$ cat src/rtl/lwake_pkg.sv
package lwake_pkg;

    typedef enum logic [2:0] {
        ST_IDLE,
        ST_CHK_ULPM,
        ST_PLL_WAIT,
        ST_EXIT_WAIT,
        ST_HOLD,
        ST_SWITCH,
        ST_STOP_CHK
    } wake_state_e;

    typedef struct packed {
        wake_state_e state;
        logic        pll_en;
        logic [3:0]  pwr_ctl;
        logic        clk_sel;
        logic        done;
        logic        err;
    } wake_regs_t;

    localparam logic [3:0] PWR_EXIT_ALL = 4'hF;
    localparam logic [3:0] PWR_RELEASE  = 4'h0;

endpackage

$ cat src/rtl/lwake_lane_decode.sv
module lwake_lane_decode (
    input  logic       two_lane_i,
    input  logic [8:1] stat_i,
    output logic       all_ulpm_o,
    output logic       exit_ok_o,
    output logic       stop_ok_o
);
    always_comb begin
        if (two_lane_i) begin
            all_ulpm_o = (stat_i[8:1] == 8'h00);
            exit_ok_o  = stat_i[8] & stat_i[5] & stat_i[3];
            stop_ok_o  = (stat_i[8:4] == 5'b11011) & ~stat_i[1];
        end else begin
            all_ulpm_o = (stat_i[6:1] == 6'h00);
            exit_ok_o  = stat_i[5] & stat_i[3];
            stop_ok_o  = (stat_i[6:4] == 3'b011) & ~stat_i[1];
        end
    end
endmodule

$ cat src/rtl/lwake_cycle_cnt.sv
module lwake_cycle_cnt #(
    parameter int LIMIT = 1024
) (
    input  logic clk,
    input  logic rst_n,
    input  logic en_i,
    input  logic clr_i,
    output logic hit_o
);
    localparam int W = (LIMIT < 2) ? 1 : $clog2(LIMIT + 1);
    localparam logic [W-1:0] LAST = W'(LIMIT - 1);

    logic [W-1:0] cnt_d, cnt_q;

    always_comb begin
        if (clr_i || !en_i || hit_o) cnt_d = '0;
        else                         cnt_d = cnt_q + 1'b1;
    end

    assign hit_o = en_i && (cnt_q == LAST);

    always_ff @(posedge clk or negedge rst_n) begin
        if (!rst_n) cnt_q <= '0;
        else        cnt_q <= cnt_d;
    end

    AST_CNT_IN_RANGE: assert property (@(posedge clk) disable iff (!rst_n)
        cnt_q <= LAST);
    AST_CNT_IDLE_ZERO: assert property (@(posedge clk) disable iff (!rst_n)
        !$past(en_i) |-> cnt_q == '0);
endmodule

$ cat src/rtl/lane_wake_seq.sv
module lane_wake_seq
    import lwake_pkg::*;
#(
    parameter int CLK_HZ  = 125_000_000,
    parameter int TMO_CYC = 4096
) (
    input  logic       clk,
    input  logic       rst_n,
    input  logic       start_i,
    input  logic       two_lane_i,
    input  logic       pll_lock_i,
    input  logic [8:1] lane_stat_i,
    output logic       pll_en_o,
    output logic [3:0] pwr_ctl_o,
    output logic       byteclk_sel_o,
    output logic       done_o,
    output logic       busy_o,
    output logic       err_o
);
    localparam int HOLD_CYC = (CLK_HZ / 1000 < 1) ? 1 : CLK_HZ / 1000;

    wake_regs_t r_d, r_q;
    logic all_ulpm, exit_ok, stop_ok;
    logic hold_en, hold_hit;
    logic tmo_en, tmo_clr, tmo_hit;

    lwake_lane_decode u_decode (
        .two_lane_i (two_lane_i),
        .stat_i     (lane_stat_i),
        .all_ulpm_o (all_ulpm),
        .exit_ok_o  (exit_ok),
        .stop_ok_o  (stop_ok)
    );

    assign hold_en = (r_q.state == ST_HOLD);
    lwake_cycle_cnt #(.LIMIT(HOLD_CYC)) u_hold (
        .clk   (clk),
        .rst_n (rst_n),
        .en_i  (hold_en),
        .clr_i (1'b0),
        .hit_o (hold_hit)
    );

    assign tmo_en = (r_q.state == ST_CHK_ULPM) || (r_q.state == ST_PLL_WAIT) ||
                    (r_q.state == ST_EXIT_WAIT) || (r_q.state == ST_STOP_CHK);
    assign tmo_clr = (r_d.state != r_q.state);
    lwake_cycle_cnt #(.LIMIT(TMO_CYC)) u_tmo (
        .clk   (clk),
        .rst_n (rst_n),
        .en_i  (tmo_en),
        .clr_i (tmo_clr),
        .hit_o (tmo_hit)
    );

    always_comb begin
        r_d      = r_q;
        r_d.done = 1'b0;
        unique case (r_q.state)
            ST_IDLE: begin
                if (start_i) begin
                    r_d.state   = ST_CHK_ULPM;
                    r_d.clk_sel = 1'b0;
                end
            end
            ST_CHK_ULPM: begin
                if (all_ulpm) begin
                    r_d.pll_en = 1'b1;
                    r_d.state  = ST_PLL_WAIT;
                end else if (tmo_hit) begin
                    r_d.err   = 1'b1;
                    r_d.state = ST_IDLE;
                end
            end
            ST_PLL_WAIT: begin
                if (pll_lock_i) begin
                    r_d.pwr_ctl = PWR_EXIT_ALL;
                    r_d.state   = ST_EXIT_WAIT;
                end else if (tmo_hit) begin
                    r_d.err   = 1'b1;
                    r_d.state = ST_IDLE;
                end
            end
            ST_EXIT_WAIT: begin
                if (exit_ok) begin
                    r_d.state = ST_HOLD;
                end else if (tmo_hit) begin
                    r_d.err   = 1'b1;
                    r_d.state = ST_IDLE;
                end
            end
            ST_HOLD: begin
                if (hold_hit) begin
                    r_d.pwr_ctl = PWR_RELEASE;
                    r_d.state   = ST_SWITCH;
                end
            end
            ST_SWITCH: begin
                r_d.clk_sel = 1'b1;
                r_d.state   = ST_STOP_CHK;
            end
            ST_STOP_CHK: begin
                if (stop_ok && r_q.pll_en) begin
                    r_d.done  = 1'b1;
                    r_d.state = ST_IDLE;
                end else if (tmo_hit) begin
                    r_d.err   = 1'b1;
                    r_d.state = ST_IDLE;
                end
            end
            default: r_d.state = ST_IDLE;
        endcase
    end

    always_ff @(posedge clk or negedge rst_n) begin
        if (!rst_n) begin
            r_q.state   <= ST_IDLE;
            r_q.pll_en  <= 1'b0;
            r_q.pwr_ctl <= PWR_RELEASE;
            r_q.clk_sel <= 1'b0;
            r_q.done    <= 1'b0;
            r_q.err     <= 1'b0;
        end else begin
            r_q <= r_d;
        end
    end

    assign pll_en_o      = r_q.pll_en;
    assign pwr_ctl_o     = r_q.pwr_ctl;
    assign byteclk_sel_o = r_q.clk_sel;
    assign done_o        = r_q.done;
    assign busy_o        = (r_q.state != ST_IDLE);
    assign err_o         = r_q.err;

    AST_EXIT_AFTER_PLL: assert property (@(posedge clk) disable iff (!rst_n)
        pwr_ctl_o == PWR_EXIT_ALL |-> pll_en_o);
    AST_EXIT_ON_LOCK: assert property (@(posedge clk) disable iff (!rst_n)
        (pwr_ctl_o == PWR_EXIT_ALL && !$stable(pwr_ctl_o)) |-> $past(pll_lock_i));
    AST_CTL_TWO_VALUES: assert property (@(posedge clk) disable iff (!rst_n)
        !$stable(pwr_ctl_o) |-> (pwr_ctl_o == PWR_EXIT_ALL || pwr_ctl_o == PWR_RELEASE));
    AST_HOLD_STEADY: assert property (@(posedge clk) disable iff (!rst_n)
        (r_q.state == ST_HOLD && $past(r_q.state) == ST_HOLD) |->
        ($stable(pwr_ctl_o) && $stable(pll_en_o) && $stable(byteclk_sel_o)));
    AST_SEL_AFTER_RELEASE: assert property (@(posedge clk) disable iff (!rst_n)
        $rose(byteclk_sel_o) |-> pwr_ctl_o == PWR_RELEASE && $past(pwr_ctl_o) == PWR_RELEASE);
    AST_DONE_ONE_CYCLE: assert property (@(posedge clk) disable iff (!rst_n)
        done_o |=> !done_o);
    AST_DONE_IN_STOP: assert property (@(posedge clk) disable iff (!rst_n)
        done_o |-> (pll_en_o && byteclk_sel_o && pwr_ctl_o == PWR_RELEASE && !busy_o));
    AST_ERR_STICKY: assert property (@(posedge clk) disable iff (!rst_n)
        err_o |=> err_o);
    AST_BUSY_NEEDS_START: assert property (@(posedge clk) disable iff (!rst_n)
        $rose(busy_o) |-> $past(start_i));
endmodule

$ cat config.mk
export PLATFORM = sky130hd
export DESIGN_NAME = lane_wake_seq
export DESIGN_NICKNAME = d
export VERILOG_FILES = /design/src/rtl/lwake_pkg.sv /design/src/rtl/lwake_lane_decode.sv /design/src/rtl/lwake_cycle_cnt.sv /design/src/rtl/lane_wake_seq.sv
export SDC_FILE = /design/constraint.sdc
export NUM_CORES = 1
export LEC_CHECK = 0
export ABC_AREA = 1
export BUFFER_PORTS_ARGS = -buffer_cell sky130_fd_sc_hd__buf_2
export CORE_UTILIZATION = 58
export DETAILED_ROUTE_END_ITERATION = 6
export PLACE_DENSITY = 0.78
export SLEW_MARGIN = 30
export SYNTH_ARGS = -nofsm -noshare
export SYNTH_HDL_FRONTEND = slang
export SYNTH_SLANG_ARGS = --single-unit
$ cat constraint.sdc
create_clock -name clk -period 2.25 [get_ports clk]
set_clock_uncertainty 0.2 [all_clocks]
set_input_delay 0.45 -clock clk [delete_from_list [all_inputs] [get_ports clk]]
set_output_delay 0.45 -clock clk [all_outputs]
set_load 0.02 [all_outputs]
==> summary.txt, run 1 <==
Run status
  – Outcome: finished clean

Cells and area
  – Final nets: 299
  – Layout cells sized above 1: 14.4%
  – Post-route core utilization: 67.5%
  – Cell Count, Final, Fillers Out: 331
  – Ant. Diodes: 0
  – Area Overhead vs Synth: 11.7%

Routing
  – DRC Markers: 0
  – DR top layer: met4
  – Met2 WL post-DR: 1790 um
  – Total number of vias: 1,705
  – Final antenna-violating net count: 0
  – Metal3 WL: 146 um
  – WL/cell: 11.5 um
  – Final WL: 3810 um
  – Vias per inst: 5.15
  – Met1 WL: 1840 um
  – Drt pass-1 iters: 4
  – DR iter-0 viols: 79

Global routing
  – First-pass GRT wire length: 6710 um
  – Total grt overflow: 0
  – Overall Global Routing Usage: 24.5%
  – Vias in the first global route: 1,626
  – Largest net degree at the start of global routing: 39
  – Antenna violations before repair: 0

Setup path
  – Worst EP required: 2.31 ns
  – Critical register-to-register path startpoint: u_hold.cnt_q[0]$_DFF_PN0_
  – Critical path origin: u_hold.cnt_q[0]$_DFF_PN0_
  – Crit path cell chain: ha_1, nand2_1, inv_1, nand3_1, nor2_1, nand3_1, nand2_1, o21ai_0, nand2_4, nor2_1
  – Worst setup EP type: flop
  – Critical-path maximum fanout: 13
  – Startpoint Class: flop
  – Crit Path Class: flop to flop
  – R2R setup slack: 0.31 ns
  – CP Data Arrival Time: 2.00 ns
  – CP max-delay cell: dfrtp_1
  – Critical path's largest stage delay: 0.42 ns

STA
  – Endpoints failing setup: 0
  – Fin. max-slew vios: 0
  – Final Cycle Share: 86.4%
  – Final Critical Period: 1.94 ns
  – Max-slew headroom: 78.2%
  – Final Hold Viols: 0
  – Worst slew pin tran: 0.325 ns
  – Setup TNS: 0 ns
  – RSZ-0062 raised after global routing: false
  – Max Freq: 514 MHz
  – PnR worst setup slack: 0.306 ns

Clock network
  – Worst-Skew Late Latency: 0.34 ns
  – H-tree depth: 2
  – CTS clk-pin slew, worst paths: 0.12 ns
  – TritonCTS clock tree: built
  – CTS buffer count: 5
  – Longest Clk Path Bufs: 2
  – Root Buffer Master: clkbuf_4
  – Clk sink count: 38

Place
  – Post-detail-place hpwl: 2800 um
  – Dpl ws: 0.262 ns
  – Placed Cells incl. Taps: 322
  – GP Congestion: 0.844
  – # port buffers: 21

Floorplan
  – Num rows: 21
  – DIE AREA: 3710 um^2
  – Die span in y: 61.0 um
  – IO Count: 22
  – Die width: 61.0 um
  – Starting Density: 60.4%
  – CORE AREA: 3340 um^2

Min path
  – Hold_sp: lane_stat_i[1]
  – Min-Delay Path Class: primary input to flop

Synth
  – Post-Syn Area: 2020 um^2
  – Net count after synthesis: 274
  – Gate count after technology mapping: 259
  – Top-count cell post-synth: nor2_1
  – Synth unique cells: 26
  – Most frequent cells after synthesis: nor2_1, nand2_1, dfrtp_1
  – #FFs+latches synth: 38
  – EDFF count, synth: 0
  – Synth warn: 0
  – Sequential area share after synthesis: 47.2%
  – Synth Flop Type: dfrtp_1
  – Async SR Flop Fraction: 100%
  – Cell taking the most area after synthesis: dfrtp_1
  – Syn_area_per_cell: 7.78 um^2
  – Yosys top cell area share: 47.2%
  – Top post-synthesis cells by area: dfrtp_1, nor2_1, nand2_1, inv_1, nand3_1

Power and ir drop
  – Max IR drop VDD: 0.538 mV
  – Static Leak: 1.03 nW
  – Total power: 1.66 mW
  – Power per standard cell area: 739 nW/um^2

Flow run
  – Max Cap Viol: 0
==> per-stage QoR <==
stage	hold slack, ns	area (um^2)
floorplan	-0.0456	2020
global placement	0.230	2160
detailed placement	0.232	2160
CTS	0.201	2250
global route	0.245	2250
finish	0.212	2250
==> kinds of logic (layout without fill, tap and decap cells) <==
group,count (synthesis),after routing,share of synthesized area (%)
adder cells (fa/ha/maj),2,2,1.24
XOR/XNOR,11,11,4.78
AND/OR/NAND/NOR,142,142,31.2
buffers and inverters,39,65,8.44
AO/OA/AOI/OAI,27,27,7.20
flip-flops,38,38,47.2
==> state kept, by name, indices dropped and copies added (netlist names) <==
signal         flops
u_hold.cnt_q      17
pll_en_o           1
u_tmo.cnt_q       13
done_o             1
err_o              1
byteclk_sel_o      1
pwr_ctl_o          1
r_q                3
==> cell type report <==
| cell class | instances | area, um^2 |
|---|---|---|
| clock buffers | 5 | 37.5 |
| clock inverters | 3 | 40.0 |
| fillers | 322 | 1080 |
| inverters | 33 | 124 |
| multi-input cells | 182 | 900 |
| flip-flops and latches | 38 | 951 |
| well taps | 46 | 57.6 |
| repair buffers | 24 | 143 |
==> final timing paths <==
kind / depth (start not counted) / to
max: 10 / u_tmo.cnt_q[1]$_DFF_PN0_
min: 4 / done_o$_DFF_PN0_
max reg2reg: 10 / u_tmo.cnt_q[1]$_DFF_PN0_
min reg2reg: 1 / u_tmo.cnt_q[0]$_DFF_PN0_
max in group asynchronous: 3 / u_hold.cnt_q[16]$_DFF_PN0_
min in group asynchronous: 3 / u_hold.cnt_q[8]$_DFF_PN0_
==> placed cells by master, fill, tap and decap left out, types with 3 or more instances in the layout <==
master,instances
dfrtp_1,38
buf_2,21
nand3_1,17
nand4_1,10
nand2_1,45
a21oi_1,11
xnor2_1,3
inv_1,33
xor2_1,8
clkbuf_4,5
nor3_1,12
nor2_1,48
o21ai_0,11
nor2_2,3
==> report_power, final <==
group / total [mW] / leakage, nW / switching, mW / internal, mW
sequential: 0.783 / 0.517 / 0.0561 / 0.727
clock: 0.455 / 0.0450 / 0.225 / 0.230
combinational: 0.426 / 0.473 / 0.292 / 0.133
==> what timing repair did <==
| item | 4_1_cts | 5_1_grt |
|---|---|---|
| setup buffers | 0 | 0 |
| setup endpoints to repair | 0 | 2 |
| hold buffers | 1 | 0 |
| hold endpoints to repair | 38 | 0 |
| resized for setup | 0 | 1 |
==> metal layers <==
layer	vias up	track usage, %
li1	878	-
met1	792	33.9
met2	30	39.7
met3	5	5.76
met4	0	4.87
met5	-	0
==> worst max-delay path: cells and delay by family, from the launching register on <==
kind | cells | cell delay, ns
and+or+nand+nor | 7 | 0.69
DFF | 1 | 0.42
AOI/OAI and AO/OA | 1 | 0.28
adders and majority gates | 1 | 0.22
buffers and inverters | 1 | 0.06
Power figures use the tool's default switching activity.
==> inputs of run 2 (changes only) <==
ABC_AREA = default   (was 1)
==> run 2 against run 1 <==
Against the previous run:
- register-to-register slack improved by 0.06 ns
- hold slack improved by 0.040 ns
- critical endpoint is now busy_o
- die area rose by 0.97%
- worst setup slack got worse by 0.20 ns
- area after synthesis rose by 0.99%
- highest routed layer unchanged
==> summary.txt, run 2 <==
Clock network
  – Root Buffer Master: clkbuf_4 (unchanged)
  – CTS buffer count: 5 (unchanged)
  – Longest Clk Path Bufs: 2 (unchanged)
  – Worst-Skew Late Latency: 0.35 ns (was 0.34 ns)
  – Clk sink count: 38 (unchanged)
  – TritonCTS clock tree: built (unchanged)
  – H-tree depth: 2 (unchanged)
  – CTS clk-pin slew, worst paths: 0.10 ns (was 0.12 ns)
  – Post-CTS setup buffer count: 0 (unchanged)

STA
  – Final Cycle Share: 95.4% (was 86.4%)
  – Worst hold slack: 0.252 ns (was 0.212 ns)
  – Final Critical Period: 2.15 ns (was 1.94 ns)
  – PnR worst setup slack: 0.104 ns (was 0.306 ns)
  – Max Freq: 466 MHz (was 514 MHz)
  – Worst slew pin tran: 0.462 ns (was 0.325 ns)
  – Endpoints failing setup: 0 (unchanged)
  – Setup TNS: 0 ns (unchanged)
  – Fin. max-slew vios: 0 (unchanged)
  – Final Hold Viols: 0 (unchanged)
  – Max-slew headroom: 69.2% (was 78.2%)
  – RSZ-0062 raised after global routing: false (unchanged)

Power and ir drop
  – Power per standard cell area: 808 nW/um^2 (was 739 nW/um^2)
  – Max IR drop VDD: 0.419 mV (was 0.538 mV)
  – Static Leak: 0.986 nW (was 1.03 nW)
  – Internal Pwr Total: 1.15 mW (was 1.09 mW)
  – Switching Share: 36.5% (was 34.4%)
  – Logic pwr share: 33.2% (was 25.6%)
  – Clock share of power: 20.7% (was 27.4%)
  – Sequential power share: 46.1% (was 47.1%)
  – NetSw: 0.659 mW (was 0.573 mW)

Global routing
  – Total grt overflow: 0 (unchanged)
  – Vias in the first global route: 1,340 (was 1,626)
  – First-pass GRT wire length: 5600 um (was 6710 um)
  – Largest net degree at the start of global routing: 22 (was 39)
  – Antenna violations before repair: 0 (unchanged)
  – Overall Global Routing Usage: 20.8% (was 24.5%)

Synth
  – Sequential area share after synthesis: 46.7% (was 47.2%)
  – Most frequent cells after synthesis: nor2_1, dfrtp_1, xor2_1 (was nor2_1, nand2_1, dfrtp_1)
  – Top-count cell post-synth: nor2_1 (unchanged)
  – Async SR Flop Fraction: 100% (unchanged)
  – Synth warn: 0 (unchanged)
  – Yosys top cell area share: 46.7% (was 47.2%)
  – Top post-synthesis cells by area: dfrtp_1, nor2_1, xor2_1, xnor2_1, nand3_1 (was dfrtp_1, nor2_1, nand2_1, inv_1, nand3_1)
  – Synth Flop Type: dfrtp_1 (unchanged)
  – Synth unique cells: 47 (was 26)
  – Syn_area_per_cell: 9.65 um^2 (was 7.78 um^2)
  – Net count after synthesis: 226 (was 274)
  – Gate count after technology mapping: 211 (was 259)
  – EDFF count, synth: 0 (unchanged)
  – Cell taking the most area after synthesis: dfrtp_1 (unchanged)
  – #FFs+latches synth: 38 (unchanged)
  – Post-Syn Area: 2040 um^2 (was 2020 um^2)

Floorplan
  – Num rows: 21 (unchanged)
  – Die width: 61.2 um (was 61.0 um)
  – Starting Density: 61.0% (was 60.4%)
  – IO Count: 22 (unchanged)
  – DIE AREA: 3750 um^2 (was 3710 um^2)
  – CORE AREA: 3340 um^2 (unchanged)
  – Die span in y: 61.2 um (was 61.0 um)

Setup path
  – RR Endpoint: u_tmo.cnt_q[2]$_DFF_PN0_ (was u_tmo.cnt_q[1]$_DFF_PN0_)
  – R2R cell count: 6 (was 10)
  – Worst setup EP type: output pin (was flop)
  – Critical register-to-register path startpoint: r_q[10]$_DFF_PN0_ (was u_hold.cnt_q[0]$_DFF_PN0_)
  – Critical path origin: r_q[8]$_DFF_PN0_ (was u_hold.cnt_q[0]$_DFF_PN0_)
  – Capture point of the worst path: busy_o (was u_tmo.cnt_q[1]$_DFF_PN0_)
  – Worst EP required: 1.60 ns (was 2.31 ns)
  – Startpoint Class: flop (unchanged)
  – Critical-path maximum fanout: 11 (was 13)
  – R2R setup slack: 0.37 ns (was 0.31 ns)
  – Crit Path Class: flop to output pin (was flop to flop)
  – CP Data Arrival Time: 1.50 ns (was 2.00 ns)

Place
  – GP Congestion: 0.783 (was 0.844)
  – Post-detail-place hpwl: 2460 um (was 2800 um)
  – Dpl ws: 0.288 ns (was 0.262 ns)
  – # port buffers: 21 (unchanged)

Routing
  – Final antenna-violating net count: 0 (unchanged)
  – Vias per inst: 5.37 (was 5.15)
  – WL/cell: 12.2 um (was 11.5 um)
  – Final WL: 3440 um (was 3810 um)
  – DRC Markers: 0 (unchanged)
  – Drt pass-1 iters: 4 (unchanged)
  – Total number of vias: 1,513 (was 1,705)
  – DR iter-0 viols: 82 (was 79)

Cells and area
  – Max FFs per register: 17 (unchanged)
  – Biggest register: u_hold.cnt_q (unchanged)
  – Area Overhead vs Synth: 9.77% (was 11.7%)
  – Commonest non-fill, non-tap cell in the layout: nor2_1 (unchanged)
  – Most frequent cells in the layout: nor2_1, dfrtp_1, buf_2 (was nor2_1, nand2_1, dfrtp_1)
  – Final nets: 250 (was 299)
  – Post-route core utilization: 67.0% (was 67.5%)
  – Ant. Diodes: 0 (unchanged)
  – Largest regs: u_hold.cnt_q x17, u_tmo.cnt_q x13, r_q x3 (unchanged)
  – Layout cells sized above 1: 17.4% (was 14.4%)

Run status
  – Outcome: finished clean (unchanged)

Flow run
  – Max Cap Viol: 0 (unchanged)

Min path
  – Min-Delay Path Class: primary input to flop (unchanged)
run 2: cell count changes after synthesis, sizes merged, moves of 6 or more:
cell / delta
nor2: -10
inv: -30
o21ai: -7
nand2: -33
xor2: +8
nor3: -9
xnor2: +6
and3: +6
a21oi: -6
run 2: final cells by class:
class | count | area (um^2)
Timing Repair Buffer | 28 | 160
Sequential cell | 38 | 952
Inverter | 4 | 15.0
Multi-Input combinational cell | 158 | 990
Fill cell | 307 | 1100
Clock inverter | 1 | 5.00
Clock buffer | 7 | 55.1
Tap cell | 46 | 57.6
run 2: worst min-delay path by stage:
stage            start                          to  slack (ns)  cells after the start
2_1_floorplan    rst_n   byteclk_sel_o$_DFFE_PN0P_       -0.05                      0
3_3_place_gp     rst_n  u_hold.cnt_q[13]$_DFF_PN0_        0.22                      1
3_5_place_dp     rst_n   byteclk_sel_o$_DFFE_PN0P_        0.23                      1
4_1_cts        start_i   byteclk_sel_o$_DFFE_PN0P_        0.25                      4
5_1_grt        start_i   byteclk_sel_o$_DFFE_PN0P_        0.25                      4
6_report       start_i   byteclk_sel_o$_DFFE_PN0P_        0.25                      4
run 2: cells by family (layout without fill, tap and decap cells):
kind of cell	after synthesis	count (layout)	share of synthesized area [%]
XOR/XNOR	25	25	10.8
AND/OR/NAND/NOR	106	106	28.0
multiplexers	1	1	0.492
AO/OA/AOI/OAI	24	24	8.17
flip-flops	38	38	46.7
adder cells (fa/ha/maj)	2	2	1.23
buffers and inverters	15	40	4.67
run 2: per-layer routing:
layer  global-route usage, %  part of all wire [%]
met5                       0                     0
met4                    9.42                   1.5
met3                    7.35                   3.4
met2                    32.0                    45
met1                    26.5                    50
run 2: stage by stage:
stage	power, mW	std cells	area (um^2)
2_1_floorplan	1.31	211	2040
3_3_place_gp	1.44	273	2160
3_5_place_dp	1.45	273	2160
4_1_cts	1.82	282	2230
5_1_grt	1.94	282	2230
6_report	1.81	282	2230
run 2: worst max-delay path, stage by stage (launching register included):
cell     delay, ns
dfrtp_2       0.48
buf_4         0.18
or3_1         0.33
buf_2         0.16
run 2: repair_timing:
action | CTS | global route
hold buffers | 1 | 0
setup endpoints to repair | 0 | 1
endpoints found under the hold margin | 19 | 0
resized for setup | 0 | 1
run 2: power groups by stage:
stage,clock (mW),sequential [mW],combinational [mW]
2_1_floorplan,0,0.825,0.487
3_3_place_gp,0,0.842,0.597
3_5_place_dp,0,0.847,0.602
4_1_cts,0.384,0.830,0.606
5_1_grt,0.414,0.846,0.677
6_report,0.375,0.832,0.600
